### src/rtl/ckr_pkg.sv
`timescale 1ns/1ps
package ckr_pkg;
   typedef struct packed {
      logic wr_start;
      logic rd_start;
      logic car_hit;
   } ckr_evt_t;
endpackage

### src/rtl/ckr_addr_ctr.sv
`timescale 1ns/1ps
module ckr_addr_ctr #(
   parameter int ADDR_W = 8
) (
   input  logic              clk,
   input  logic              rst_n,
   input  logic              cmd_start,
   input  logic [ADDR_W-1:0] start_addr,
   input  logic              byte_strobe,
   output logic [ADDR_W-1:0] addr
);
   logic [ADDR_W-1:0] addr_q;

   always_ff @(posedge clk or negedge rst_n) begin
      if (!rst_n)           addr_q <= '0;
      else if (cmd_start)   addr_q <= start_addr;
      else if (byte_strobe) addr_q <= addr_q + 1'b1;
   end

   assign addr = addr_q;

   a_r4_addr_step: assert property (@(posedge clk) disable iff (!rst_n)
      (byte_strobe && !cmd_start) |=> addr_q == ADDR_W'($past(addr_q) + 1'b1));
   a_r11_start_wins: assert property (@(posedge clk) disable iff (!rst_n)
      cmd_start |=> addr_q == $past(start_addr));
endmodule

### src/rtl/ckr_arm_ctrl.sv
`timescale 1ns/1ps
module ckr_arm_ctrl
   import ckr_pkg::*;
(
   input  logic     clk,
   input  logic     rst_n,
   input  logic     auth_valid,
   input  logic     auth_new,
   input  logic     unlim,
   input  ckr_evt_t evt,
   output logic     armed
);
   logic armed_q, armed_d;
   logic used_q, used_d;

   always_comb begin
      armed_d = armed_q;
      used_d  = used_q;
      if (auth_new) begin
         armed_d = 1'b0;
         used_d  = 1'b0;
      end
      if (evt.rd_start && !(evt.car_hit && unlim))
         armed_d = 1'b0;
      if (evt.wr_start && auth_valid && (!used_d || unlim)) begin
         armed_d = 1'b1;
         used_d  = 1'b1;
      end
      if (!auth_valid)
         armed_d = 1'b0;
   end

   always_ff @(posedge clk or negedge rst_n) begin
      if (!rst_n) begin
         armed_q <= 1'b0;
         used_q  <= 1'b0;
      end else begin
         armed_q <= armed_d;
         used_q  <= used_d;
      end
   end

   assign armed = armed_q;

   a_r10_disarm_on_auth_loss: assert property (@(posedge clk) disable iff (!rst_n)
      !auth_valid |=> !armed_q);
   a_r2_arm_needs_write: assert property (@(posedge clk) disable iff (!rst_n)
      $rose(armed_q) |-> $past(evt.wr_start && auth_valid));
   a_r7_other_read_disarms: assert property (@(posedge clk) disable iff (!rst_n)
      (evt.rd_start && !evt.car_hit) |=> !armed_q);
   a_r8_single_arm: assert property (@(posedge clk) disable iff (!rst_n)
      (used_q && !auth_new && !unlim && !armed_q) |=> !armed_q);
endmodule

### src/rtl/ckr_car_rd.sv
`timescale 1ns/1ps
module ckr_car_rd #(
   parameter int CAR_BYTES = 8,
   localparam int IDX_W = $clog2(CAR_BYTES)
) (
   input  logic             clk,
   input  logic             rst_n,
   input  logic             auth_valid,
   input  logic             cmd_start,
   input  logic             car_hit,
   input  logic             byte_strobe,
   input  logic             cmd_end,
   output logic             car_rd,
   output logic [IDX_W-1:0] idx
);
   localparam logic [IDX_W-1:0] LAST_IDX = IDX_W'(CAR_BYTES - 1);

   logic             car_rd_q, car_rd_d;
   logic [IDX_W-1:0] idx_q, idx_d;
   logic             last_byte;

   assign last_byte = car_rd_q && byte_strobe && (idx_q == LAST_IDX);

   always_comb begin
      car_rd_d = car_rd_q;
      if (!auth_valid)                 car_rd_d = 1'b0;
      else if (cmd_start)              car_rd_d = car_hit;
      else if (cmd_end || last_byte)   car_rd_d = 1'b0;

      idx_d = idx_q;
      if (cmd_start)                        idx_d = '0;
      else if (car_rd_q && byte_strobe)     idx_d = idx_q + 1'b1;
   end

   always_ff @(posedge clk or negedge rst_n) begin
      if (!rst_n) begin
         car_rd_q <= 1'b0;
         idx_q    <= '0;
      end else begin
         car_rd_q <= car_rd_d;
         idx_q    <= idx_d;
      end
   end

   assign car_rd = car_rd_q;
   assign idx    = idx_q;

   a_r5_close_after_last: assert property (@(posedge clk) disable iff (!rst_n)
      (car_rd_q && byte_strobe && !cmd_start && idx_q == LAST_IDX) |=> !car_rd_q);
   a_r6_close_on_end: assert property (@(posedge clk) disable iff (!rst_n)
      (car_rd_q && cmd_end && !cmd_start) |=> !car_rd_q);
   a_r3_idx_steps: assert property (@(posedge clk) disable iff (!rst_n)
      (car_rd_q && byte_strobe && !cmd_start && auth_valid && idx_q != LAST_IDX)
      |=> (car_rd_q && idx_q == IDX_W'($past(idx_q) + 1'b1)));
   a_r3_open_at_zero: assert property (@(posedge clk) disable iff (!rst_n)
      (cmd_start && car_hit && auth_valid) |=> (car_rd_q && idx_q == '0));
endmodule

### src/rtl/ckr_byte_mux.sv
`timescale 1ns/1ps
module ckr_byte_mux #(
   parameter int BYTE_W    = 8,
   parameter int CAR_BYTES = 8,
   localparam int IDX_W = $clog2(CAR_BYTES)
) (
   input  logic [CAR_BYTES*BYTE_W-1:0] car_bytes,
   input  logic [IDX_W-1:0]            idx,
   output logic [BYTE_W-1:0]           data
);
   logic [BYTE_W-1:0] lane [CAR_BYTES];

   for (genvar g = 0; g < CAR_BYTES; g++) begin : g_lane
      assign lane[g] = car_bytes[g*BYTE_W +: BYTE_W];
   end

   assign data = lane[idx];
endmodule

### src/rtl/ckr_readout_ctrl.sv
`timescale 1ns/1ps
module ckr_readout_ctrl
   import ckr_pkg::*;
#(
   parameter int ADDR_W    = 8,
   parameter int BYTE_W    = 8,
   parameter int CAR_BYTES = 8,
   parameter int CAR_ADDR  = 'h20,
   localparam int IDX_W   = $clog2(CAR_BYTES),
   localparam int VEC_W   = CAR_BYTES * BYTE_W
) (
   input  logic              clk,
   input  logic              rst_n,
   input  logic              auth_valid,
   input  logic              auth_new,
   input  logic              cfg_unlim_n,
   input  logic              cmd_start,
   input  logic              cmd_is_read,
   input  logic [ADDR_W-1:0] start_addr,
   input  logic              byte_strobe,
   input  logic              cmd_end,
   input  logic [VEC_W-1:0]  car_bytes,
   output logic              rd_sel_car,
   output logic [IDX_W-1:0]  car_byte_idx,
   output logic [ADDR_W-1:0] addr,
   output logic [BYTE_W-1:0] car_data
);
   if (CAR_BYTES < 2 || (1 << IDX_W) != CAR_BYTES) begin : g_bad_bytes
      $error("CAR_BYTES must be a power of two of at least 2");
   end
   if (CAR_ADDR + CAR_BYTES > (1 << ADDR_W)) begin : g_bad_window
      $error("checksum window must fit in the address space");
   end

   localparam logic [ADDR_W-1:0] CAR_ADDR_V = ADDR_W'(CAR_ADDR);

   ckr_evt_t evt;
   logic     armed;
   logic     car_rd;

   always_comb begin
      evt.wr_start = cmd_start && !cmd_is_read;
      evt.rd_start = cmd_start && cmd_is_read;
      evt.car_hit  = evt.rd_start && armed && auth_valid && !auth_new
                     && (start_addr == CAR_ADDR_V);
   end

   ckr_arm_ctrl u_arm (
      .clk        (clk),
      .rst_n      (rst_n),
      .auth_valid (auth_valid),
      .auth_new   (auth_new),
      .unlim      (!cfg_unlim_n),
      .evt        (evt),
      .armed      (armed)
   );

   ckr_car_rd #(.CAR_BYTES(CAR_BYTES)) u_rd (
      .clk         (clk),
      .rst_n       (rst_n),
      .auth_valid  (auth_valid),
      .cmd_start   (cmd_start),
      .car_hit     (evt.car_hit),
      .byte_strobe (byte_strobe),
      .cmd_end     (cmd_end),
      .car_rd      (car_rd),
      .idx         (car_byte_idx)
   );

   ckr_addr_ctr #(.ADDR_W(ADDR_W)) u_addr (
      .clk         (clk),
      .rst_n       (rst_n),
      .cmd_start   (cmd_start),
      .start_addr  (start_addr),
      .byte_strobe (byte_strobe),
      .addr        (addr)
   );

   ckr_byte_mux #(.BYTE_W(BYTE_W), .CAR_BYTES(CAR_BYTES)) u_mux (
      .car_bytes (car_bytes),
      .idx       (car_byte_idx),
      .data      (car_data)
   );

   assign rd_sel_car = car_rd && auth_valid;

   a_r10_sel_needs_auth: assert property (@(posedge clk) disable iff (!rst_n)
      rd_sel_car |-> auth_valid);
   a_r3_sel_in_window: assert property (@(posedge clk) disable iff (!rst_n)
      rd_sel_car |-> (addr == CAR_ADDR_V + ADDR_W'(car_byte_idx)));
endmodule

### config.mk
export PLATFORM = sky130hd
export DESIGN_NAME = ckr_readout_ctrl
export DESIGN_NICKNAME = d
export VERILOG_FILES = /design/src/rtl/ckr_pkg.sv /design/src/rtl/ckr_addr_ctr.sv /design/src/rtl/ckr_arm_ctrl.sv /design/src/rtl/ckr_car_rd.sv /design/src/rtl/ckr_byte_mux.sv /design/src/rtl/ckr_readout_ctrl.sv
export SDC_FILE = /design/constraint.sdc
export NUM_CORES = 1
export LEC_CHECK = 0
export CORE_UTILIZATION = 57
export DETAILED_ROUTE_END_ITERATION = 8
export DONT_BUFFER_PORTS = 1
export PLACE_DENSITY_LB_ADDON = 0.12
export SLEW_MARGIN = 20
export SYNTH_ARGS = -nofsm -noshare
export SYNTH_HDL_FRONTEND = slang
export SYNTH_SLANG_ARGS = --single-unit
### constraint.sdc
create_clock -name clk -period 1.6 [get_ports clk]
set_input_delay 0.16 -clock clk [delete_from_list [all_inputs] [get_ports clk]]
set_output_delay 0.16 -clock clk [all_outputs]
set_load 0.005 [all_outputs]
; ---- Word level (Yosys, flattened, before mapping)
; Cells that the tools add are included.
[totals]
register_bits = 14
input_bits = 81
out_inout_bits = 20
word_cells = 51
[op_classes]
n_addsub = 2
order_cmp = 1
eq_ne = 4
n_mux = 16
bitwise_logic = 1
n_reduce_logical = 22
[op_table]
columns = cell, count
row1 = 8-bit 2-to-1 mux, 4
row2 = 8-bit binary-select mux with 3-bit select, 1
row3 = 1-bit logical AND, 13
row4 = 1-bit 2-to-1 mux, 9
row5 = "8-bit by 1-bit adder with 8-bit output, second input constant", 1
row6 = "8-bit by 6-bit == test with 1-bit output, second input constant", 1
row7 = 3-bit 2-to-1 mux, 2
row8 = 1-bit zero test, 5
row9 = "4-bit >= comparator, second input constant", 1
row10 = "4-bit by 1-bit inequality test with 1-bit output, second input constant", 1
row11 = 3-bit NOT with 4-bit output, 1
row12 = 2-bit nonzero test, 2
row13 = "3-bit by 1-bit adder with 3-bit output, second input constant", 1
row14 = "3-bit == test, second input constant", 1
row15 = "3-bit by 1-bit inequality test with 1-bit output, second input constant", 1
row16 = 1-bit logical OR, 2

; ---- Logic depth before layout (Yosys ltp)
[depth]
ltp_word = 11
depth_mapped = 5

; ---- By module
; From an unflattened synthesis, not the netlist that was laid out.
[unflattened]
hier_cells = 113
area_unflattened_um2 = 1373.8
[modules_own_cells]
columns = mod, n_inst, cells_each, area_each_um2, seq_area_each_um2
row1 = ckr_byte_mux, 1, 29, 550.5, 0.0
row2 = ckr_addr_ctr, 1, 49, 450.4, 200.2
row3 = ckr_car_rd, 1, 18, 214.0, 100.1
row4 = ckr_arm_ctrl, 1, 9, 90.1, 50.0
row5 = ckr_readout_ctrl, 1, 8, 68.8, 0.0

; ---- Worst setup path before layout
; No wires, ideal clock.
[synth_timing]
kind = register to output
start = register u_rd.idx_q[0], in the netlist u_rd.idx[0]
end = output port car_data[0]
t_arrival_ns = 1.457
required_ns = 1.440
path_slack_ns = -0.017
stages_incl_launch_ff = 5
n_path_buf = 2
cell_sequence = dfrtp_1 -> buf_6 -> buf_12 -> mux4_1 -> mux2_2
[synth_via]
elab_chain_cells = 4
[synth_rtl]
columns = item, line_no
row1 = "start, declared", ckr_car_rd.sv:19  ; logic [IDX_W-1:0] idx_q, idx_d;
row2 = "start signal, assigned", ckr_car_rd.sv:41  ; idx_q <= idx_d;
row3 = 3-bit NOT with 4-bit output (implied by the code), ckr_byte_mux.sv:17  ; assign data = lane[idx];
row4 = 8-bit binary-select mux with 3-bit select, ckr_byte_mux.sv:17
row5 = 8-bit 2-to-1 mux (implied by the code) (2 in a row), ckr_byte_mux.sv:17
row6 = "end, declared", ckr_readout_ctrl.sv:26  ; output logic [BYTE_W-1:0] car_data
; Every way passes these cells. The select of a mux whose other input is x is not followed.

; ---- Worst setup path after layout
[layout_timing]
start = register u_rd.idx_q[0], in the netlist u_rd.idx[0]
end = output port car_data[1]
; Same word-level chain as after synthesis.

==> impl_metrics.py <==
metrics = {
    "setup_path": {
        "reg2regPathDepth": 3,
        "cp_max_fo": 7,
        "worstPathArrival_ns": 1.73,
        "worstPathRequired_ns": 1.44,
        "critPathKind": "flop to output port",
        "end_kind": "output port",
        "r2r-start": "u_addr.addr[0]",
        "startpoint": "u_rd.idx[0]",
        "worstSetupStartpointType": "flop",
        "reg2reg_slack_ns": 0.14,
        "reg2reg_to": "u_addr.addr[7]",
    },
    "placement": {
        "place.gp.congestion": 0.780,
        "hpwlAfterDp_um": 2250,
        "numPortBuffers": 0,
        "place_ws_ns": 0.0214,
    },
    "worst_hold_path": {
        "holdCritStartpoint": "cmd_start",
        "hold_class": "input port to flop",
        "hold_end": "u_addr.addr[2]",
        "holdPathStages": 2,
    },
    "timing": {
        "tightest_slew_ns": 0.635,
        "fin_ws_ns": -0.287,
        "fin_tns_setup_ns": -2.13,
        "skew_ns": 0.00216,
        "setup_viol": 8,
        "holdWs_ns": 0.00916,
        "fmax_mhz": 530,
        "rsz0062_at_grt": "yes",
        "slew-limit-headroom_pct": 57.5,
        "hold_viol_final": 0,
        "period_minus_slack_ns": 1.89,
        "finalMaxSlewViolations": 0,
        "min_period_over_period_pct": 118,
    },
    "outcome": {
        "failed_checks": "setup timing",
        "status": "complete, but fails checks",
    },
    "power": {
        "swShare_pct": 25.9,
        "p_switching_uw": 210,
        "power_uw": 813,
        "p_leak_nw": 0.556,
        "pwr-share-clk_pct": 32.3,
        "ir_drop_mv": 0.685,
        "pwr-share-seq_pct": 50.5,
        "power.internal_uw": 603,
        "comb_power_share_pct": 17.2,
        "powerDensity_nw_per_um2": 549,
    },
    "floorplanning": {
        "rows": 17,
        "die_w_um": 50.0,
        "dieArea_sq_um": 2500,
        "pin_count": 101,
        "initial_utilization_pct": 59.9,
        "die_h_um": 50.0,
        "core-area_sq_um": 2190,
    },
    "logic_synthesis": {
        "synth-seq-cells": 14,
        "synth_cell_types": 31,
        "avgSynthCellArea_sq_um": 11.7,
        "synth-seq-area-share_pct": 26.7,
        "yosysWarnings": 0,
        "syn_nets": 196,
        "syn_area_sq_um": 1310,
        "syn_inst": 112,
    },
    "cells_and_area": {
        "syn2layout_area_growth_pct": 13.1,
        "drive_gt1_share_pct": 29.0,
        "diodes": 0,
        "final_cell_mix": "mux4_2 (16), nand2_1 (15), dfrtp_1 (13), dlygate4sd3_1 (9)",
        "final_common_cell": "mux4_2",
        "nets": 209,
    },
    "clock_tree": {
        "cts.clk_slew.worst_paths_ns": 0.09,
        "root_buffer": "clkbuf_4",
        "clock-sinks": 14,
        "clkLatencyLatePin_ns": 0.28,
        "cts.path.max_buffers": 2,
        "cts_buffers": 3,
        "h-tree-depth": 1,
        "cts_tree": "built",
    },
    "global_routing": {
        "grt_pass1_vias": 1069,
        "grt_usage_pct": 27.2,
        "grt_max_degree": 20,
        "grt.overflow.total": 0,
        "antenna_found_initial": 0,
        "grt_pass1_wl_um": 5000,
    },
    "routing": {
        "drt_iter0_markers": 20,
        "wl_um": 3200,
        "antenna_left": 0,
        "drc_errors": 0,
        "drt-pass1-iter-count": 5,
        "viasPerCell": 6.99,
        "num_vias": 1063,
        "wire_per_inst_um": 21.1,
    },
    "flow_run": {
        "drv_cap": 0,
    },
}
[flip-flops by register name (all words and copies together) (netlist names)]
signal	cells
u_addr.addr	8
u_arm.armed	1
u_arm.used_q	1
u_rd.car_rd	1
u_rd.idx	3
[kinds of logic (layout without fill, tap and decap cells)]
logic type	after synthesis	after routing	share of synthesized area [%]
AOI/OAI and AO/OA	17	17	7.35
xor gates and xnor gates	5	5	3.34
adders and majority gates	3	3	2.86
buffers and inverters	12	24	5.91
DFF	14	14	26.7
muxes	25	25	39.7
and+or+nand+nor	36	36	14.1
[synth_stat cells, drive strengths merged]
master	count	area (sq um)
ha	3	37.5
nor2	3	11.3
o41ai	1	8.76
and2	1	6.26
or4	2	15.0
a31oi	2	12.5
nand4b	1	8.76
nor3b	2	15.0
nand3	5	25.0
nor4bb	1	10.0
mux4	16	420
mux2i	1	10.0
buf	5	51.3
dfrtp	14	350
xnor2	1	8.76
a21oi	4	20.0
o31ai	1	7.51
nand4	3	18.8
o211ai	1	7.51
nor2b	1	6.26
inv	4	15.0
xor2	4	35.0
nor4	1	6.26
or3	1	6.26
clkbuf	3	11.3
mux2	8	90.1
o21ai	8	40.0
nand2	15	56.3
[per-stage QoR]
| stage | cells | util, % | area [sq um] |
|---|---|---|---|
| final | 152 | 67.7 | 1480 |
| after global placement | 136 | 61.7 | 1350 |
| after CTS | 152 | 68.5 | 1500 |
| after floorplan | 112 | - | 1340 |
| after global routing | 152 | 67.7 | 1480 |
| after detailed placement | 136 | 61.7 | 1350 |
[power groups by stage]
stage                     logic (mW)  clock network [mW]  registers, mW
final                          0.140               0.263          0.411
after global placement         0.107                   0          0.417
after detailed placement       0.111                   0          0.418
after CTS                      0.140               0.266          0.411
after floorplan                0.109                   0          0.410
after global routing           0.157               0.282          0.416
[worst max path at each step]
stage                  endpoint  slack [ns]  cells past startpoint
floorplan           car_data[0]       -0.02                      4
global placement    car_data[5]        0.06                      3
detailed placement  car_data[2]        0.02                      3
CTS                 car_data[2]       -0.29                      4
global route        car_data[1]       -0.35                      4
finish              car_data[1]       -0.29                      4
[worst max-delay path, stage by stage (launching register included)]
cell and delay [ns]:
dfrtp_2 0.42, buf_12 0.12, buf_16 0.12, mux4_2 0.49
mux2_4 0.29
[per-layer routing]
metal / wire (um) / track usage [%] / vias to the layer above
li1: - / - / 464
met1: 1280 / 35.0 / 525
met2: 1580 / 43.0 / 68
met3: 294 / 9.88 / 6
met4: 51 / 7.14 / 0
met5: 0 / 0 / -
[repair_timing]
action	4_1_cts	5_1_grt
setup buffers	2	0
cloned	2	0
endpoints found under the setup margin	8	8
pin swaps	0	0
endpoints found under the hold margin	25	1
resized for setup	19	0
hold buffers	8	1
[area by class of cell]
type                            count  area, sq um
Multi-Input combinational cell     86          853
Timing Repair Buffer               16          191
Tap cell                           28         35.0
Inverter                            4         15.0
Clock buffer                        4         36.3
Sequential cell                    14          352
Fill cell                         169          708
Note: power is estimated with default switching activity, not from simulation.
